==> config.mk <==
export PLATFORM = sky130hd
export DESIGN_NAME = tick_ack_tracker
export DESIGN_NICKNAME = d
export VERILOG_FILES = /design/src/rtl/tat_pkg.sv /design/src/rtl/tat_popcnt.sv /design/src/rtl/tat_slot.sv /design/src/rtl/tick_ack_tracker.sv
export SDC_FILE = /design/constraint.sdc
export NUM_CORES = 1
export LEC_CHECK = 0
export ABC_AREA = 1
export BUFFER_PORTS_ARGS = -buffer_cell sky130_fd_sc_hd__buf_2
export CAP_MARGIN = 25
export CORE_MARGIN = 2
export CORE_UTILIZATION = 53
export CTS_CLUSTER_DIAMETER = 50
export CTS_CLUSTER_SIZE = 25
export DETAILED_ROUTE_END_ITERATION = 10
export GPL_ROUTABILITY_DRIVEN = 0
export PLACE_DENSITY_LB_ADDON = 0.12
export SLEW_MARGIN = 5
export SYNTH_ARGS = -nofsm -noshare
export SYNTH_HDL_FRONTEND = slang
export SYNTH_SLANG_ARGS = --single-unit
==> constraint.sdc <==
create_clock -name clk -period 2.2 [get_ports clk]
set_clock_uncertainty 0.1 [all_clocks]
set_input_delay 0.22 -clock clk [delete_from_list [all_inputs] [get_ports clk]]
set_output_delay 0.22 -clock clk [all_outputs]
set_load 0.03 [all_outputs]
==> src/rtl/tat_pkg.sv <==
package tat_pkg;
   typedef enum logic [2:0] {
      ACT_IDLE,
      ACT_LOAD,
      ACT_REBUILD,
      ACT_RETIRE,
      ACT_ARM
   } tat_act_e;
endpackage

==> src/rtl/tat_popcnt.sv <==
module tat_popcnt #(
   parameter int N     = 8,
   parameter int OUT_W = 4
) (
   input  logic [N-1:0]     vec_i,
   output logic [OUT_W-1:0] ones_o
);
   always_comb begin
      ones_o = '0;
      for (int i = 0; i < N; i++) begin
         ones_o = ones_o + OUT_W'(vec_i[i]);
      end
   end
endmodule

==> src/rtl/tat_slot.sv <==
module tat_slot #(
   parameter int VEC_W = 8
) (
   input  logic             clk,
   input  logic             rst_n,
   input  logic             bit_d,
   input  logic             vec_we,
   input  logic [VEC_W-1:0] vec_d,
   output logic             bit_q,
   output logic [VEC_W-1:0] vec_q
);
   always_ff @(posedge clk or negedge rst_n) begin
      if (!rst_n) begin
         bit_q <= 1'b0;
         vec_q <= '0;
      end else begin
         bit_q <= bit_d;
         if (vec_we) vec_q <= vec_d;
      end
   end
endmodule

==> src/rtl/tick_ack_tracker.sv <==
module tick_ack_tracker
   import tat_pkg::*;
#(
   parameter int NCPU  = 8,
   parameter int VEC_W = 8,
   parameter int CNT_W = $clog2(NCPU + 1),
   parameter int ID_W  = (NCPU > 1) ? $clog2(NCPU) : 1
) (
   input  logic                    clk,
   input  logic                    rst_n,
   input  logic                    dlv_valid_i,
   input  logic [NCPU-1:0]         dlv_mask_i,
   input  logic [VEC_W-1:0]        dlv_vec_i,
   input  logic signed [CNT_W:0]   dlv_cnt_i,
   input  logic                    eoi_valid_i,
   input  logic [ID_W-1:0]         eoi_cpu_i,
   input  logic [VEC_W-1:0]        eoi_vec_i,
   input  logic                    rstr_valid_i,
   input  logic [ID_W-1:0]         rstr_cpu_i,
   input  logic                    rstr_pend_i,
   input  logic [NCPU-1:0]         pend_now_i,
   input  logic [VEC_W-1:0]        cur_vec_i,
   output logic                    coal_o,
   output logic [CNT_W-1:0]        cnt_o,
   output logic                    err_o
);
   localparam int DC_W = CNT_W + 1;
   localparam logic signed [DC_W-1:0] NCPU_S = DC_W'(NCPU);
   localparam logic [CNT_W-1:0]       NCPU_U = CNT_W'(NCPU);

   if (NCPU < 2 || NCPU > 64) begin : g_bad_ncpu
      $error("tick_ack_tracker: NCPU must lie in 2..64");
   end
   if (VEC_W < 1) begin : g_bad_vec
      $error("tick_ack_tracker: VEC_W must be positive");
   end
   if ((1 << CNT_W) <= NCPU) begin : g_bad_cnt
      $error("tick_ack_tracker: CNT_W too narrow for NCPU");
   end

   logic [NCPU-1:0]  bit_q, bit_d, vec_we;
   logic [VEC_W-1:0] vec_q [NCPU];
   logic [VEC_W-1:0] vec_src;
   logic [CNT_W-1:0] cnt_q, cnt_d, rebuild_cnt, load_cnt;
   logic             err_q;
   tat_act_e         act;

   logic             eoi_take, rs_take, eoi_hit, rs_old, rs_set, rs_clr;
   logic [ID_W-1:0]  ret_cpu;

   genvar gi;
   for (gi = 0; gi < NCPU; gi++) begin : g_slot
      tat_slot #(.VEC_W(VEC_W)) u_slot (
         .clk    (clk),
         .rst_n  (rst_n),
         .bit_d  (bit_d[gi]),
         .vec_we (vec_we[gi]),
         .vec_d  (vec_src),
         .bit_q  (bit_q[gi]),
         .vec_q  (vec_q[gi])
      );
   end

   tat_popcnt #(.N(NCPU), .OUT_W(CNT_W)) u_pop (
      .vec_i  (pend_now_i),
      .ones_o (rebuild_cnt)
   );

   // clamp the signed acceptance count into 0..NCPU
   always_comb begin
      if (dlv_cnt_i < 0)           load_cnt = '0;
      else if (dlv_cnt_i > NCPU_S) load_cnt = NCPU_U;
      else                         load_cnt = dlv_cnt_i[CNT_W-1:0];
   end

   // event selection: delivery > end-of-interrupt > restore
   always_comb begin
      eoi_take = !dlv_valid_i && eoi_valid_i;
      rs_take  = !dlv_valid_i && !eoi_valid_i && rstr_valid_i;
      eoi_hit  = 1'b0;
      rs_old   = 1'b0;
      if (int'(eoi_cpu_i) < NCPU)
         eoi_hit = eoi_take && bit_q[eoi_cpu_i] && (vec_q[eoi_cpu_i] == eoi_vec_i);
      if (int'(rstr_cpu_i) < NCPU)
         rs_old = bit_q[rstr_cpu_i];
      rs_set  = rs_take && rstr_pend_i && !rs_old;
      rs_clr  = rs_take && !rstr_pend_i && rs_old;
      ret_cpu = eoi_take ? eoi_cpu_i : rstr_cpu_i;

      if (dlv_valid_i && cnt_q == '0)       act = ACT_LOAD;
      else if (eoi_hit || rs_clr)           act = (cnt_q == '0) ? ACT_REBUILD : ACT_RETIRE;
      else if (rs_set)                      act = ACT_ARM;
      else                                  act = ACT_IDLE;
   end

   always_comb begin
      bit_d   = bit_q;
      vec_we  = '0;
      vec_src = cur_vec_i;
      cnt_d   = cnt_q;
      unique case (act)
         ACT_LOAD: begin
            bit_d   = dlv_mask_i;
            vec_we  = dlv_mask_i;
            vec_src = dlv_vec_i;
            cnt_d   = load_cnt;
         end
         ACT_REBUILD: begin
            bit_d  = pend_now_i;
            vec_we = pend_now_i;
            cnt_d  = rebuild_cnt;
         end
         ACT_RETIRE: begin
            bit_d[ret_cpu] = 1'b0;
            cnt_d          = cnt_q - 1'b1;
         end
         ACT_ARM: begin
            bit_d[rstr_cpu_i]  = 1'b1;
            vec_we[rstr_cpu_i] = 1'b1;
            if (cnt_q != NCPU_U) cnt_d = cnt_q + 1'b1;
         end
         default: ;
      endcase
   end

   always_ff @(posedge clk or negedge rst_n) begin
      if (!rst_n) begin
         cnt_q <= '0;
         err_q <= 1'b0;
      end else begin
         cnt_q <= cnt_d;
         err_q <= dlv_valid_i && (cnt_q != '0);
      end
   end

   assign cnt_o  = cnt_q;
   assign coal_o = |cnt_q;
   assign err_o  = err_q;
endmodule

* Word level (Yosys, flattened, before mapping)
Cells that the tools add are included.
Word-level totals: input bits 57, bits in latches 0, register bits after elaboration 77, memories kept 0, output and inout bits 6, bits in read-only memories 0, RAM bits 0
Operators by class: order comparisons 8, equality and inequality tests 7, $mul 0, divide/modulo/power cells 0, bitwise operators 4, shift operators 0, multiplexer cells 23, add/subtract/negate cells 9, reductions and logical operators 23
Operators with widths (count):
- case mux 8 bit (4 select lines) | 1
- adder 4 x 1 -> 4 bit | 6
- binary-select mux 8 bit (select 3 bit) | 1
- two-way mux 8 bit | 3
- case mux 8 bit (3 select lines) | 1
- case mux 4 bit (4 select lines) | 1
- logical AND 1 bit | 13
- less-than comparator 3 x 4 -> 1 bit (second input constant) | 3
- two-way mux 3 bit | 4
- two-way mux 4 bit | 3
- AND 8 bit | 1
- == test 8 bit | 1
- inverter 8 bit | 1
- OR 8 bit | 1
- nonzero test 4 bit | 2
- binary-select mux 1 bit (select 3 bit) | 2
- demux 1 bit (select 3 bit) | 2
- == test 3 x 2 -> 1 bit (second input constant) | 2
- greater-or-equal comparator 3 x 1 -> 1 bit (second input constant) | 2
- greater-than comparator 5 bit (second input constant) | 1
- less-than comparator 5 x 1 -> 1 bit (second input constant) | 1
- two-way mux 1 bit | 5
- adder 4 x 1 -> 4 bit (second input constant) | 1
- greater-or-equal comparator 4 bit (second input constant) | 1
- other kinds (12) | 15

* Logic depth before layout (Yosys ltp)
Gate-level depths: netlist (run 1).
depth in word-level cells 12, depth in mapped cells 19

* Cells and area by module
A second synthesis (run 1) with hierarchy kept.
Unflattened totals: cell total of the unflattened synthesis 739, area total of the unflattened synthesis 4966.0 um^2
By module, submodules not included:
- tat_slot | area each 330.3 um^2, sequential area each 225.2 um^2, cells each 35, times used 8
- tick_ack_tracker | area each 2122.0 um^2, sequential area each 125.1 um^2, cells each 430, times used 1
- tat_popcnt | area each 201.4 um^2, sequential area each 0.0 um^2, cells each 29, times used 1

* Worst setup path after synthesis (run 1)
OpenSTA, ideal clock, no wires.
path type input to register, start input port pend_now_i[0], end register cnt_q[1], in the netlist cnt_o[1], slack -0.549 ns, data arrival time 2.531 ns, stages 11, setup time 0.117 ns, path through ha_1 inv_1 fa_1 fa_1 fa_1 fa_1 nor2_1 nor2_1 nand2_1 nand2_1 nand2_1
On the way: cells in the longest elaborated chain, start to end 8
Ends and longest elaborated chain:
- start, declared | line tick_ack_tracker.sv:21 | input logic [NCPU-1:0] pend_now_i,
- adder 1 x 1 -> 2 bit | line tat_popcnt.sv:11 | ones_o = ones_o + OUT_W'(vec_i[i]);
- adder 4 x 1 -> 4 bit (6 in a row) | line tat_popcnt.sv:11
- case mux 4 bit (4 select lines) | line tick_ack_tracker.sv:101 | unique case (act)
- end signal, assigned | line tick_ack_tracker.sv:131 | cnt_q <= cnt_d;
- end, declared | line tick_ack_tracker.sv:44 | logic [CNT_W-1:0] cnt_q, cnt_d, rebuild_cnt, load_cnt;
No other way between the ends. A chain may end at the register's enable or synchronous reset.

* Final worst setup path (run 1)
start input port pend_now_i[1], end register cnt_q[2], in the netlist cnt_o[2]
The elaborated chain is that of the path after synthesis.

==> summary.md, run 1 <==
| Metric | Value |
|---|---|
| Classification of the worst setup path | `input pin to register` |
| Status | `finished with violations` |
| Area leader, netlist | `dfrtp_1` |
| Worst Path Arrival | `2.76 ns` |
| Net count after synthesis | `791` |
| Remaining global-route overflow | `0` |
| Initial core utilization | `54.5%` |
| Path class of the lowest-slack min-delay path | `input pin to register` |
| DIE HEIGHT | `102 um` |
| Proportion of layout cells with a drive suffix above 1 | `37.1%` |
| Synthesized cell area | `5040 um2` |
| Average vias per placed instance | `5.52` |
| Detail-routed net length per standard cell | `16.1 um` |
| Wire length of the first global-routing pass | `24.2 mm` |
| Total global routing track utilization | `29.8%` |
| Count of pins on the block boundary | `63` |
| Dominant cells by area after synthesis | `dfrtp_1, nand2_1, nand3_1` |
| Setup violators final | `13` |
| Maximum clock frequency | `385 MHz` |
| Post-layout nets | `921` |
| Area fraction of the dominant cell type after synthesis | `38.2%` |
| Library cell with the highest instance count after synthesis | `nand2_1` |
| Unique masters post-synth | `31` |
| Commonest cells in the netlist | `nand2_1, inv_1, nand3_1` |
| Yosys reg bits | `77` |
| Row Count | `35` |
| Area of the die | `10300 um2` |
| Core Box Area | `9240 um2` |
| Share of synthesized area occupied by flip-flops and latches | `38.2%` |
| CTS tree | `yes` |
| Buffer levels on the longest clock path | `2` |
| Synth Instances | `724` |
| Worst-Skew Late Latency | `0.37 ns` |
| Count of flip-flops with a built-in enable after synthesis | `0` |
| YS warnings | `0` |
| Clock Root Buffer | `clkbuf_8` |
| Final period util | `118%` |
| Max-cap violation count | `0` |
| Data required time of the worst path | `2.36 ns` |
| Count of nets left with antenna violations after detail routing | `0` |
| TritonCTS sink count | `77` |
| Max incr delay on CP | `0.51 ns` |
| Ant. Diodes | `0` |
| Clock transition time at the flip-flop clock pins of the worst setup and hold paths | `0.08 ns` |
| Area growth from synthesis to final layout | `39.0%` |
| H-tree levels | `3` |
| Pins over their slew limit | `0` |
| Floorplan die width | `102 um` |
| Critical path cell sequence | `buf_6 -> ha_4 -> inv_2 -> fa_1 -> fa_1 -> fa_2 -> fa_1 -> xnor2_1 -> nand2_1 -> nand3_1 -> nand2_1 -> nand2_1` |
| Largest fanout of any net on the critical path | `2` |
| Setup crit start kind | `input pin` |
| Number of buffer cells added on primary ports | `62` |
| Average instance area after synthesis | `6.96 um2` |
| Violations in the final reports | `setup timing` |
| Slowest stage cell on the critical path | `fa_1` |
| Routed via count | `5454` |
| Max rail drop VDD | `0.000674 V` |
| Number of buffers and inverters on the critical path | `2` |
| Setup repair after global routing missed its margin | `true` |
| Gate family responsible for the most delay along the worst path | `adder cells` |
| Area after detailed placement | `5900 um2` |
| Leak | `3.67 nW` |
| Post-detailed-route DRC marker count | `0` |
| Via count of the first global-routing pass | `5145` |
| Cell area power density | `1040 nW/um2` |
| Detailed router's first-iteration violation count | `294` |
| Hold WS | `0.0110 ns` |
| Count of endpoints failing hold in the final timing report | `0` |
| Detailed-placement wirelength estimate | `10.3 mm` |
| Total detailed-routing wirelength | `15.9 mm` |
| Worst slew pin tran | `0.568 ns` |
| Number of antenna violations at the first check in global routing | `0` |
| Final non-filler cell area | `7010 um2` |
| Pin count of the biggest net entering global routing | `51` |
| Post-synth ARST share | `100%` |
| Max transition margin | `62.2%` |
| Post-synth top flop | `dfrtp_1` |
| Type of destination of the critical path | `register` |
| First-pass iteration count of the detailed router | `5` |
| Worst Slack Setup Final | `-0.400 ns` |
| Number of buffers created by CTS | `9` |
| Shortest period the worst path allows | `2.60 ns` |
[power breakdown]
group          switching [W]  internal, W
clock network       0.000591     0.000482
registers           0.000305      0.00209
logic                0.00235      0.00144
[worst min-delay path, stage by stage]
cell and delay [ns]:
buf_2 0.08, nand2_1 0.06, nand4_1 0.08
[layer usage]
layer / vias up / global-route usage, % / wire [um]
li1: 2544 / - / -
met1: 2629 / 40.6 / 6500
met2: 243 / 48.8 / 7910
met3: 38 / 4.49 / 1060
met4: 0 / 9.98 / 428
met5: - / 0 / 0
[cells in the final DEF, fill, tap and decap left out, drive strengths merged]
master | synthesis | layout
clkinv | 4 | 4
xnor3 | 1 | 1
or2 | 2 | 2
nor2 | 36 | 36
ha | 5 | 5
nor3 | 2 | 2
o21ai | 61 | 61
dfrtp | 77 | 77
nand2 | 280 | 285
o21bai | 1 | 1
dlygate4sd3 | 0 | 1
nand3b | 3 | 3
inv | 106 | 109
buf | 21 | 131
nand3 | 87 | 88
xnor2 | 2 | 2
o211ai | 7 | 7
o21a | 5 | 5
o22ai | 2 | 2
nand4 | 11 | 11
fa | 5 | 5
clkbuf | 0 | 13
clkinvlp | 0 | 2
a21oi | 6 | 6
[state kept, by name, indices dropped and copies added, names as in the netlist]
name                 flops
cnt_o                    4
g_slot.u_slot.vec_q     64
err_o                    1
g_slot.u_slot.bit_q      8
[logic make-up after synthesis]
kind of cell	Yosys count	synth area share, %
adder cells (fa/ha/maj)	10	3.23
buffers and inverters	131	12.0
AO/OA/AOI/OAI	82	9.06
XOR/XNOR	3	0.794
flip-flops	77	38.2
AND/OR/NAND/NOR	421	36.7
[final timing paths]
path                       depth (start not counted)                                    end                                  start  slack [ns]
hold / removal                                     3     g_slot[5].u_slot.bit_q$_DFFE_PN0P_                          dlv_mask_i[5]        0.01
min in group asynchronous                          2  g_slot[0].u_slot.vec_q[1]$_DFFE_PN0P_                                  rst_n        0.21
setup / recovery                                  12                   cnt_o[2]$_DFFE_PN0P_                          pend_now_i[1]       -0.40
hold reg to reg                                    2  g_slot[2].u_slot.vec_q[6]$_DFFE_PN0P_  g_slot[2].u_slot.vec_q[6]$_DFFE_PN0P_        0.42
setup reg to reg                                  14                   cnt_o[2]$_DFFE_PN0P_     g_slot[1].u_slot.bit_q$_DFFE_PN0P_       -0.08
max in group asynchronous                          3     g_slot[5].u_slot.bit_q$_DFFE_PN0P_                                  rst_n        1.16
[metrics by stage]
step | setup slack (ns) | TNS [ns] | total power [W] | instances | utilization (%)
final | -0.400 | -0.990 | 0.00725 | 988 | 75.8
after global routing | -0.515 | -7.42 | 0.00775 | 988 | 75.8
after CTS | -0.352 | -0.829 | 0.00657 | 983 | 69.3
after detailed placement | -0.762 | -11.68 | 0.00531 | 957 | 63.9
after global placement | -0.670 | -7.85 | 0.00517 | 957 | 63.9
after floorplan | -0.481 | -1.99 | 0.00438 | 724 | -
[timing repair]
| item | in CTS | in global routing |
|---|---|---|
| pin swaps | 21 | 54 |
| endpoints found under the setup margin | 63 | 76 |
| hold endpoints to repair | 27 | 0 |
| gates resized for setup | 47 | 182 |
| gates cloned | 5 | 3 |
| buffers inserted | 5 | 2 |
| hold buffers | 1 | 0 |
[final cells by class]
| cell class | count | area (um2) |
|---|---|---|
| clock buffers | 11 | 151 |
| clock inverters | 5 | 42.5 |
| fillers | 687 | 2230 |
| inverters | 110 | 438 |
| multi-input cells | 522 | 3280 |
| flip-flops and latches | 77 | 1930 |
| well taps | 129 | 161 |
| repair buffers | 134 | 1010 |
(Power assumes the default switching activity.)
==> run 2: changes to the inputs <==
--- a/config.mk
+++ b/config.mk
@@ -6,7 +6,7 @@
 export NUM_CORES = 1
 export LEC_CHECK = 0
 export ABC_AREA = 1
-export BUFFER_PORTS_ARGS = -buffer_cell sky130_fd_sc_hd__buf_2
+export BUFFER_PORTS_ARGS = -buffer_cell sky130_fd_sc_hd__buf_4
 export CAP_MARGIN = 25
 export CORE_MARGIN = 2
 export CORE_UTILIZATION = 53
==> summary.md, run 2 (synthesized netlist as in run 1, its figures left out) <==
| Metric | Value |
|---|---|
| Status | `finished with violations` |
| Violations in the final reports | `setup timing` |
| Average vias per placed instance | `5.63 (+2.1%)` |
| Max incr delay on CP | `0.51 ns (about the same)` |
| Post-detailed-route DRC marker count | `0 (unchanged)` |
| TritonCTS sink count | `77 (unchanged)` |
| Maximum clock frequency | `380 MHz (-1.2%)` |
| Number of buffers created by CTS | `9 (unchanged)` |
| Type of destination of the critical path | `register` |
| Wire length on met2 | `8.47 mm (+7.1%)` |
| Setup repair after global routing missed its margin | `true` |
| Count of endpoints failing hold in the final timing report | `0 (unchanged)` |
| Most used cells in the layout excluding fill and tap cells | `nand2_1, buf_4, inv_1, dfrtp_1, nand3_1` |
| # fillers | `587 (-15%)` |
| Number of buffer cells added on primary ports | `62 (unchanged)` |
| Logic pwr share | `54.2% (+2.0 points)` |
| Gate family responsible for the most delay along the worst path | `adder cells` |
| Shortest period the worst path allows | `2.63 ns (+0.0316 ns)` |
| Max-cap violation count | `0 (unchanged)` |
| Setup TNS after final layout | `-5.75 ns (-4.76 ns)` |
| Post-layout nets | `925 (+0.43%)` |
| H-tree levels | `3 (unchanged)` |
| Wire length of the first global-routing pass | `24.9 mm (+3.0%)` |
| Proportion of layout cells with a drive suffix above 1 | `38.4% (+1.2 points)` |
| Ant. Diodes | `0 (unchanged)` |
| Floorplan die width | `102 um (unchanged)` |
| Hold WS | `0.0266 ns (+0.0156 ns)` |
| Row Count | `35 (unchanged)` |
| Pins over their slew limit | `0 (unchanged)` |
| Cell area power density | `1020 nW/um2 (-1.0%)` |
| Setup violators final | `68 (+55)` |
| Buffer levels on the longest clock path | `2 (unchanged)` |
| Reported net switching power | `0.00342 W (+5.6%)` |
| Total global routing track utilization | `31.0% (+1.1 points)` |
| Detail-routed net length per standard cell | `17.3 um (+7.3%)` |
| Detailed router's first-iteration violation count | `395 (+34%)` |
| Via count of the first global-routing pass | `5176 (+0.60%)` |
| Data required time of the worst path | `2.36 ns (about the same)` |
| Slowest stage cell on the critical path | `fa_1` |
| Initial core utilization | `54.5% (unchanged)` |
| Proportion of total power due to net switching | `45.7% (+1.0 points)` |
| Pin count of the biggest net entering global routing | `38 (-25%)` |
| Path class of the lowest-slack min-delay path | `input pin to register` |
| Met3 WL | `1.41 mm (+32%)` |
| Max transition margin | `60.8% (-1.4 points)` |
| Number of antenna violations at the first check in global routing | `0 (unchanged)` |
| Worst Path Arrival | `2.79 ns (+0.03 ns)` |
| Total detailed-routing wirelength | `17.1 mm (+7.7%)` |
| Number of flip-flops under the largest register name | `64 (unchanged)` |
| Number of buffers and inverters on the critical path | `2 (unchanged)` |
| Critical path cell sequence | `buf_8 -> ha_4 -> inv_2 -> fa_1 -> fa_1 -> fa_2 -> fa_1 -> xnor2_1 -> nand2_1 -> nand3_1 -> nand2_1 -> nand2_1` |
| End-of-flow core utilization | `79.0% (+3.2 points)` |
| Power share of the clock group | `13.6% (-1.2 points)` |
| DIE HEIGHT | `102 um (unchanged)` |
| Leak | `3.86 nW (+5.0%)` |
| Count of nets left with antenna violations after detail routing | `0 (unchanged)` |
| Area of the die | `10300 um2 (unchanged)` |
| Routed via count | `5589 (+2.5%)` |
| Area growth from synthesis to final layout | `44.9%` |
| Setup crit start kind | `input pin` |
| Most common cell after layout, fill and taps aside | `nand2_1` |
| Final period util | `120% (+1.4 points)` |
| CTS tree | `yes` |
| Length of routed wiring on met1 | `6.69 mm (+2.8%)` |
| Remaining global-route overflow | `0 (unchanged)` |
| Worst Slack Setup Final | `-0.432 ns (-0.0316 ns)` |
| Count of pins on the block boundary | `63 (unchanged)` |
| Register share of total power | `32.2% (-0.8 points)` |
| Core Box Area | `9240 um2 (unchanged)` |
| Worst-Skew Late Latency | `0.36 ns (about the same)` |
| Largest fanout of any net on the critical path | `2 (unchanged)` |
| Clock transition time at the flip-flop clock pins of the worst setup and hold paths | `0.09 ns (about the same)` |
| Clock Root Buffer | `clkbuf_8` |
| Largest register by flop count | `g_slot.u_slot.vec_q` |
| Detailed-placement wirelength estimate | `10.6 mm (+3.3%)` |
| First-pass iteration count of the detailed router | `5 (unchanged)` |
| Classification of the worst setup path | `input pin to register` |
| Top routing layer used | `met4` |
| Worst slew pin tran | `0.587 ns (+0.0194 ns)` |
| P_int | `0.00406 W (+1.2%)` |
| Max rail drop VDD | `0.000641 V (-4.9%)` |
## run 2: cell types whose count changed in the layout (fill, tap and decap cells not counted), moves of 4 or more
| cell | before | now |
|---|---|---|
| buf_2 | 59 | 0 |
| buf_4 | 54 | 110 |
| buf_6 | 13 | 18 |
| nand2_2 | 68 | 59 |
| nand2_4 | 15 | 27 |
| o21ai_2 | 22 | 26 |
## run 2: cell type report
type | count | area, um2 | area share (%)
clock buffers | 10 | 128 | 1.75
repair inverters | 1 | 11.3 | 0.154
well taps | 129 | 161 | 2.21
repair buffers | 137 | 1210 | 16.5
flip-flops and latches | 77 | 1930 | 26.4
multi-input cells | 522 | 3380 | 46.2
inverters | 110 | 445 | 6.10
clock inverters | 6 | 47.5 | 0.651
## run 2: repair_timing
action	CTS	global route
pin swaps	22	53
resized for setup	62	205
cloned	6	3
endpoints found under the setup margin	65	76
endpoints found under the hold margin	33	0
setup buffers	8	6
hold buffers	1	0
## run 2: final timing paths
kind,startpoint,to,slack (ns),depth (start not counted)
min in group asynchronous,rst_n,g_slot[0].u_slot.vec_q[7]$_DFFE_PN0P_,0.25,2
min reg2reg,g_slot[1].u_slot.vec_q[2]$_DFFE_PN0P_,g_slot[1].u_slot.vec_q[2]$_DFFE_PN0P_,0.40,2
max in group asynchronous,rst_n,g_slot[1].u_slot.vec_q[2]$_DFFE_PN0P_,1.12,3
min,dlv_mask_i[1],g_slot[1].u_slot.bit_q$_DFFE_PN0P_,0.03,3
max,pend_now_i[1],cnt_o[2]$_DFFE_PN0P_,-0.43,12
max reg2reg,g_slot[1].u_slot.bit_q$_DFFE_PN0P_,cnt_o[2]$_DFFE_PN0P_,-0.18,14
## run 2: power by group through the flow
stage	clock [W]	sequential, W	combinational, W
after floorplan	0	0.00241	0.00196
after global placement	0	0.00236	0.00286
after detailed placement	0	0.00239	0.00299
after CTS	0.00100	0.00237	0.00326
after global routing	0.00108	0.00247	0.00440
final	0.00102	0.00241	0.00406
## run 2: layer usage
layer / track usage, % / vias to the layer above
li1: - / 2565
met4: 9.56 / 0
met1: 42.3 / 2671
met5: 0 / -
met3: 4.69 / 53
met2: 51.0 / 300
## run 2: per-stage QoR
step / worst slack, ns / power (W) / cells / area (um2)
final: -0.432 / 0.00748 / 992 / 7300
after global routing: -0.484 / 0.00794 / 992 / 7300
after CTS: -0.374 / 0.00663 / 985 / 6620
after detailed placement: -0.786 / 0.00538 / 954 / 6030
after global placement: -0.670 / 0.00522 / 954 / 6030
after floorplan: -0.481 / 0.00438 / 724 / 5090
## run 2: worst register-to-register path, cell delays in order, from the launching register on
cell	delay [ns]
dfrtp_1	0.38
inv_2	0.06
o22ai_1	0.23
nor3_2	0.09
nand4_1	0.12
buf_6	0.13
buf_4	0.10
buf_4	0.12
clkinvlp_4	0.11
fa_1	0.40
xnor2_1	0.15
nand2_1	0.08
nand3_1	0.08
nand2_1	0.09
nand2_1	0.06
